<file path="src/rtl/revRipplePkg.sv">
package revRipplePkg;

  // Status observed by the datapath and consumed by the control.
  typedef struct packed {
    logic wrapUp;      // all ones -> all zeros seen this cycle
    logic wrapDown;    // all zeros -> all ones seen this cycle
    logic busyRise;    // step strobe rising edge
    logic dirChange;   // direction differs from last cycle
    logic widthDone;   // marker has been high for the minimum width
    logic stableDone;  // enough stable step edges since last direction change
  } dpStatus_t;

  // Strobes issued by the control to the datapath.
  typedef struct packed {
    logic loadWidth;   // start a new width count
    logic countWidth;  // advance the width count
    logic clrStable;   // restart the stable-edge count
    logic incStable;   // one more stable step edge
  } ctlStrobe_t;

endpackage

</file>
<file path="src/rtl/revRippleDp.sv">
module revRippleDp
  import revRipplePkg::*;
#(
  parameter int POS_W        = 16,
  parameter int MIN_HI       = 15,
  parameter int STABLE_EDGES = 2
) (
  input  logic             clk,
  input  logic             rstN,
  input  logic [POS_W-1:0] posCount,
  input  logic             busy,
  input  logic             dirDown,
  input  ctlStrobe_t       stb,
  output dpStatus_t        st
);

  localparam int WCW = $clog2(MIN_HI + 1);
  localparam int SCW = $clog2(STABLE_EDGES + 1);
  localparam logic [WCW-1:0]   WIDTH_LIM  = WCW'(MIN_HI);
  localparam logic [SCW-1:0]   STABLE_LIM = SCW'(STABLE_EDGES);
  localparam logic [POS_W-1:0] ALL_ONES   = {POS_W{1'b1}};
  localparam logic [POS_W-1:0] ALL_ZEROS  = '0;

  logic [POS_W-1:0] prevCount;
  logic             prevValid;
  logic             busyPrev;
  logic             dirPrev;
  logic [WCW-1:0]   widthCnt;
  logic [SCW-1:0]   stableCnt;

  // Sampled history of the inputs
  always_ff @(posedge clk or negedge rstN) begin
    if (!rstN) begin
      prevCount <= '0;
      prevValid <= 1'b0;
      busyPrev  <= 1'b0;
      dirPrev   <= 1'b0;
    end else begin
      prevCount <= posCount;
      prevValid <= 1'b1;
      busyPrev  <= busy;
      dirPrev   <= dirDown;
    end
  end

  // Marker width counter
  always_ff @(posedge clk or negedge rstN) begin
    if (!rstN) begin
      widthCnt <= '0;
    end else if (stb.loadWidth) begin
      widthCnt <= WCW'(1);
    end else if (stb.countWidth && (widthCnt < WIDTH_LIM)) begin
      widthCnt <= widthCnt + WCW'(1);
    end
  end

  // Stable-direction step edge counter
  always_ff @(posedge clk or negedge rstN) begin
    if (!rstN) begin
      stableCnt <= '0;
    end else if (stb.clrStable) begin
      stableCnt <= '0;
    end else if (stb.incStable && (stableCnt < STABLE_LIM)) begin
      stableCnt <= stableCnt + SCW'(1);
    end
  end

  always_comb begin
    st            = '0;
    st.wrapUp     = prevValid && (prevCount == ALL_ONES)  && (posCount == ALL_ZEROS);
    st.wrapDown   = prevValid && (prevCount == ALL_ZEROS) && (posCount == ALL_ONES);
    st.busyRise   = busy && !busyPrev;
    st.dirChange  = prevValid && (dirDown != dirPrev);
    st.widthDone  = (widthCnt >= WIDTH_LIM);
    st.stableDone = (stableCnt >= STABLE_LIM);
  end

  // the width count never runs past its limit
  a_r5_width_bounded: assert property (@(posedge clk) disable iff (!rstN)
    widthCnt <= WIDTH_LIM)
    else $error("width counter beyond limit");

  // a direction change always restarts the stable count
  a_r7_stable_restart: assert property (@(posedge clk) disable iff (!rstN)
    stb.clrStable |=> (stableCnt == '0))
    else $error("stable count not restarted");

endmodule

</file>
<file path="src/rtl/revRippleCtl.sv">
module revRippleCtl
  import revRipplePkg::*;
(
  input  logic       clk,
  input  logic       rstN,
  input  logic       busy,
  input  logic       inhibitN,
  input  dpStatus_t  st,
  output ctlStrobe_t stb,
  output logic       ripple,
  output logic       revEvent,
  output logic       revDir
);

  logic seenBusy;
  logic armed;
  logic holdOff;
  logic wrapNow;
  logic holdEff;
  logic clearNow;
  logic rippleNext;

  assign wrapNow    = st.wrapUp || st.wrapDown;
  assign holdEff    = holdOff && !st.stableDone;
  assign clearNow   = ripple && !wrapNow && st.widthDone && seenBusy && !busy && !holdEff;
  assign rippleNext = wrapNow ? 1'b1 : (clearNow ? 1'b0 : ripple);

  always_comb begin
    stb            = '0;
    stb.loadWidth  = wrapNow;
    stb.countWidth = ripple;
    stb.clrStable  = st.dirChange;
    stb.incStable  = st.busyRise && !st.dirChange;
  end

  // Marker, step-seen flag and direction hold
  always_ff @(posedge clk or negedge rstN) begin
    if (!rstN) begin
      ripple   <= 1'b0;
      seenBusy <= 1'b0;
      holdOff  <= 1'b0;
      revDir   <= 1'b0;
    end else begin
      ripple <= rippleNext;
      if (wrapNow) begin
        seenBusy <= busy;
        revDir   <= st.wrapDown;
      end else if (ripple && busy) begin
        seenBusy <= 1'b1;
      end
      if (!rippleNext) begin
        holdOff <= 1'b0;
      end else if (ripple && st.dirChange) begin
        holdOff <= 1'b1;
      end else if (holdOff && st.stableDone) begin
        holdOff <= 1'b0;
      end
    end
  end

  // Qualified revolution event, one per episode
  always_ff @(posedge clk or negedge rstN) begin
    if (!rstN) begin
      armed    <= 1'b0;
      revEvent <= 1'b0;
    end else begin
      revEvent <= 1'b0;
      if (wrapNow) begin
        if (busy) begin
          revEvent <= inhibitN;
          armed    <= 1'b0;
        end else begin
          armed    <= 1'b1;
        end
      end else if (armed && ripple && busy) begin
        revEvent <= inhibitN;
        armed    <= 1'b0;
      end else if (!ripple) begin
        armed    <= 1'b0;
      end
    end
  end

  // the marker only rises after a carry crossing
  a_r2_rise_on_wrap: assert property (@(posedge clk) disable iff (!rstN)
    $rose(ripple) |-> $past(st.wrapUp || st.wrapDown))
    else $error("marker rose without a crossing");

  // the marker only falls after the minimum width
  a_r5_min_width: assert property (@(posedge clk) disable iff (!rstN)
    $fell(ripple) |-> $past(st.widthDone))
    else $error("marker shorter than minimum width");

  // the marker never falls while the step strobe was high
  a_r6_clear_after_busy: assert property (@(posedge clk) disable iff (!rstN)
    $fell(ripple) |-> !$past(busy))
    else $error("marker cleared during a step pulse");

  // a pending direction hold keeps the marker high
  a_r7_hold_keeps: assert property (@(posedge clk) disable iff (!rstN)
    (ripple && holdOff && !st.stableDone) |=> ripple)
    else $error("marker cleared during direction hold");

  // an event only appears while the marker is high
  a_r8_event_in_marker: assert property (@(posedge clk) disable iff (!rstN)
    revEvent |-> ripple)
    else $error("event outside marker");

  // no event when inhibit was asserted
  a_r9_event_gated: assert property (@(posedge clk) disable iff (!rstN)
    revEvent |-> $past(inhibitN))
    else $error("event while inhibited");

endmodule

</file>
<file path="src/rtl/revRippleGen.sv">
module revRippleGen
  import revRipplePkg::*;
#(
  parameter int POS_W        = 16,
  parameter int MIN_HI       = 15,
  parameter int STABLE_EDGES = 2
) (
  input  logic             clk,
  input  logic             rstN,
  input  logic [POS_W-1:0] posCount,
  input  logic             busy,
  input  logic             dirDown,
  input  logic             inhibitN,
  output logic             ripple,
  output logic             revEvent,
  output logic             revDir
);

  dpStatus_t  dpSt;
  ctlStrobe_t ctlStb;

  revRippleDp #(
    .POS_W       (POS_W),
    .MIN_HI      (MIN_HI),
    .STABLE_EDGES(STABLE_EDGES)
  ) uDp (
    .clk     (clk),
    .rstN    (rstN),
    .posCount(posCount),
    .busy    (busy),
    .dirDown (dirDown),
    .stb     (ctlStb),
    .st      (dpSt)
  );

  revRippleCtl uCtl (
    .clk     (clk),
    .rstN    (rstN),
    .busy    (busy),
    .inhibitN(inhibitN),
    .st      (dpSt),
    .stb     (ctlStb),
    .ripple  (ripple),
    .revEvent(revEvent),
    .revDir  (revDir)
  );

endmodule

</file>
<file path="config.mk">
export PLATFORM = sky130hd
export DESIGN_NAME = revRippleGen
export DESIGN_NICKNAME = d
export VERILOG_FILES = /design/src/rtl/revRipplePkg.sv /design/src/rtl/revRippleDp.sv /design/src/rtl/revRippleCtl.sv /design/src/rtl/revRippleGen.sv
export SDC_FILE = /design/constraint.sdc
export NUM_CORES = 1
export LEC_CHECK = 0
export ABC_AREA = 1
export CELL_PAD_IN_SITES_DETAIL_PLACEMENT = 0
export CELL_PAD_IN_SITES_GLOBAL_PLACEMENT = 1
export CORE_UTILIZATION = 41
export DETAILED_ROUTE_END_ITERATION = 8
export GPL_TIMING_DRIVEN = 0
export PLACE_DENSITY = 0.87
export RECOVER_POWER = 50
export SYNTH_ARGS = -nofsm -noshare
export SYNTH_HDL_FRONTEND = slang
export SYNTH_HIERARCHICAL = 1
export SYNTH_SLANG_ARGS = --single-unit
</file>
<file path="constraint.sdc">
create_clock -name clk -period 3.7 [get_ports clk]
set_input_delay 0.37 -clock clk [delete_from_list [all_inputs] [get_ports clk]]
set_output_delay 0.37 -clock clk [all_outputs]
set_load 0.01 [all_outputs]
</file>
# After elaboration in Yosys (flattened, before gate mapping)
# Index checks and enable logic that the tools add are counted.
# op_classes
add_sub_neg	2
magnitude_cmp	4
n_eq_ne	5
mux	18
reduce_logical	32
# op_table
cell	n
equality test 16 bit (second input constant)	2
logical NOT 16 bit	2
logical AND 1 bit	20
two-way mux 1 bit	14
two-way mux 4 bit	2
logical NOT 1 bit	6
!= test 3 bit (second input constant)	2
nonzero test 2 bit	3
adder 4 x 1 -> 4 bit (second input constant)	1
>= comparator 4 bit (second input constant)	1
< comparator 4 bit (second input constant)	1
two-way mux 2 bit	2
adder 2 x 1 -> 2 bit (second input constant)	1
>= comparator 2 bit (second input constant)	1
< comparator 2 bit (second input constant)	1
logical OR 1 bit	1
!= test 1 bit	1
# totals
ff_bits	31
out_inout_bits	3
word_cells	73

# Depth between registers and ports, before layout
# logic_depth
depth_word	13
mapped_depth	12
depth_no_buf	11

# Cells and area by module
# Netlist, hierarchy kept.
# by_module_without_submodules
module	instances	cells_per_inst	area_each_um2
revRippleDp	1	127	1101.1
revRippleCtl	1	36	294.0

# Worst setup path before layout
# No wires, ideal clock.
# synth_timing
kind	register to register
start	register uDp.prevCount[1]
end	register uDp.widthCnt[3]
setup_time_ns	0.118
arrival_time_ns	1.315
t_required_ns	3.582
slack_ns	2.266
stages_incl_launch_ff	11
path_buffers	1
synth_period_minus_slack_ns	1.434
cell_sequence	dfrtp_1 -> or2_0 -> nor2_1 -> nand3_1 -> nor2_1 -> nor2_4 -> inv_1 -> buf_4 -> inv_1 -> nand4_1 -> nand2_1
# synth_lines
item	line_no	source
from (decl)	revRippleDp.sv:24	logic [POS_W-1:0] prevCount;
from (signal assigned)	revRippleDp.sv:39	prevCount <= posCount;
to (signal assigned)	revRippleDp.sv:53	widthCnt <= widthCnt + WCW'(1);
to (decl)	revRippleDp.sv:28	logic [WCW-1:0] widthCnt;

==> flow_summary.json <==
{
  "holdCritPathClass": "in -> async",
  "die_area_um2": 3640,
  "grt_max_degree": 32,
  "dieHeight_um": 60.3,
  "cp_max_fo": 6,
  "fin_crit_sh_pct": 48.2,
  "period_needed_ps": 1780,
  "ant_nets": 0,
  "worstPathCellList": "dlygate4sd3_1, or2_1, nor2_1, nand3b_1, nor2_1, nor2_4, inv_1, buf_4, inv_1, nand3_1, nand2_1",
  "rsz0062_at_grt": "false",
  "post_cts_resized": 0,
  "io_buffer_count": 23,
  "ir_drop_mv": 0.191,
  "synthArstFlopShare_pct": 100,
  "place_area_um2": 1680,
  "ys_ff_latch": 31,
  "synth.distinct_cells": 24,
  "postCtsHoldBufs": 0,
  "power.density_nw_per_um2": 359,
  "cts_max_level": 2,
  "grt-ovfl-total": 0,
  "insertion_delay_ps": 320,
  "critPathSlowestCell": "dlygate4sd3_1",
  "num_antenna_cells": 0,
  "status": "complete, but fails checks",
  "setup_viol": 0,
  "violations": "max-capacitance violations, max-slew violations",
  "cts_root_buf": "clkbuf_4",
  "antenna_found_initial": 0,
  "drt_iter0_drc": 31,
  "maxSlewHeadroom_pct": -10.4,
  "cap_violations": 1,
  "nFillCells": 305,
  "worst_slack_ps": 1920,
  "max_freq_mhz": 561,
  "area.sequential_um2": 776,
  "critPathArrivalTime_ps": 2000,
  "grt_pass1_wl_mm": 4.55,
  "maxSlewViolCount": 32,
  "setup.worst_path.end_class": "flop",
  "first_pass_iters": 4,
  "start_kind": "input pin",
  "post_cts_buffers": 0,
  "skew_ps": 5.09,
  "total_power_mw": 0.620,
  "drive_above_1_share_pct": 10.3,
  "place_ws_ps": 1680,
  "numCtsBuffers": 5,
  "cts_tree": "done",
  "grtUsageTotal_pct": 17.6,
  "seq_area_frac_synth_pct": 55.6,
  "synthesis.area_um2": 1400,
  "fin_nets": 216,
  "cp_slowest_stage_delay_ps": 570,
  "rows": 20,
  "hold_viol_final": 0,
  "drc": 0,
  "grt_pass1_vias": 1070,
  "numClockSinks": 31,
  "tns_ps": 0,
  "synth.net_count": 186,
  "syn_inst": 163,
  "finalWirelength_mm": 2.65,
  "routed_via_density": 4.46,
  "avgSynthCellArea_um2": 8.56,
  "whs_ps": 455,
  "place_congestion": 0.735,
  "worst-setup-path-type": "in -> reg",
  "die_w_um": 60.3,
  "avgRoutedWirePerCell_um": 11.1,
  "synth_edf_count": 0,
  "dpl.hpwl_mm": 2.02,
  "final_area_um2": 1720,
  "io-pin-count": 24,
  "cp.required_ps": 3920,
  "synth-main-ff-cell": "dfrtp_1",
  "detailroute.via_count": 1061,
  "syn2layout_area_growth_pct": 23.6,
  "path_clk_slew_ps": 90,
  "clockBufferDepth": 2,
  "fp.coreArea_um2": 3130,
  "multi_input_area_um2": 499,
  "p_leak_nw": 0.877,
  "ys_warn_count": 6,
  "start_util_pct": 44.6,
  "worstMarginPinSlew_ps": 1660
}
path summary, 6_finish.rpt:
path | slack (ps) | depth (start not counted) | from | end
min reg2reg | 490 | 2 | uCtl/revDir | uCtl/revDir
max reg2reg | 2070 | 10 | uDp/prevCount[1] | uDp/widthCnt[3]
min in group clk | 490 | 2 | uCtl/revDir | uCtl/revDir
max in group asynchronous | 2290 | 1 | rstN | uDp/widthCnt[3]
max | 1920 | 11 | posCount[6] | uDp/widthCnt[3]
min | 450 | 1 | rstN | uDp/prevCount[13]
report_power, final:
group / switching, mW / internal (mW)
clock network: 0.109 / 0.0739
registers: 0.00894 / 0.356
logic: 0.0378 / 0.0339
cell families after synthesis:
group,count (synthesis),synth area share [%]
fa+ha+maj,2,1.79
compound gates,7,3.05
xor+xnor,1,0.628
flops,31,55.6
other cells,1,0.269
simple gates,92,30.0
buf+inv,29,8.61
Yosys cell counts, types with 2 or more instances:
library cell,number,share of area [%]
nand2_1,38,10
dfrtp_1,31,56
nor2_1,28,7.5
inv_1,24,6.5
nand3_1,6,2.2
a21oi_1,5,1.8
nand4_1,5,2.2
buf_4,3,1.6
nor3_1,3,1.1
a21oi_2,2,1.3
ha_1,2,1.8
inv_2,2,0.54
nand2_2,2,0.90
nand3b_1,2,1.1
sequential cells by signal (all words and copies together), names as in the netlist:
name,cells
uCtl/armed,1
uCtl/revDir,1
uDp/dirPrev,1
uDp/stableCnt,2
uCtl/revEvent,1
uDp/prevValid,1
uCtl/ripple,1
uDp/prevCount,16
uCtl/seenBusy,1
uDp/busyPrev,1
uDp/widthCnt,4
uCtl/holdOff,1
stage by stage:
step | instances | util [%]
5_1_grt | 238 | 55.1
2_1_floorplan | 163 | -
3_5_place_dp | 230 | 53.7
6_report | 238 | 55.1
4_1_cts | 238 | 55.3
3_3_place_gp | 230 | 53.7
critical path: cells and delay by family:
family	cells	cell delay, ps
simple gates	7	820
buf+inv	4	810
placed cells by master, fill, tap and decap left out:
cell	instances
a21oi_1	5
a21oi_2	2
and2_1	1
buf_4	3
clkbuf_1	3
clkbuf_4	5
clkdlybuf4s50_1	5
clkinv_2	1
conb_1	1
dfrtp_1	31
dlygate4sd3_1	17
ha_1	2
inv_1	24
inv_2	2
nand2_1	38
nand2_2	2
nand2_4	1
nand3_1	6
nand3_2	1
nand3b_1	2
nand4_1	5
nor2_1	28
nor2_4	1
nor3_1	3
nor3_2	1
or2_0	1
or2_1	1
or2_2	1
xnor2_1	1
layout make-up:
class	count	share of cell area, %
buffer	3	1.31
clock buffer	7	2.61
clock inverter	1	0.290
inverter	26	5.66
multi-input combinational	103	29.0
sequential	31	45.0
tap	44	3.19
timing repair buffer	23	13.0
per-layer routing:
| metal | track usage, % | wire, µm | vias to the layer above |
|---|---|---|---|
| met4 | 6.98 | 18 | 0 |
| met5 | 0 | 0 | - |
| met2 | 29.5 | 1340 | 18 |
| met1 | 20.6 | 1150 | 489 |
| li1 | - | - | 552 |
| met3 | 6.40 | 142 | 2 |
(Power assumes the default switching activity.)
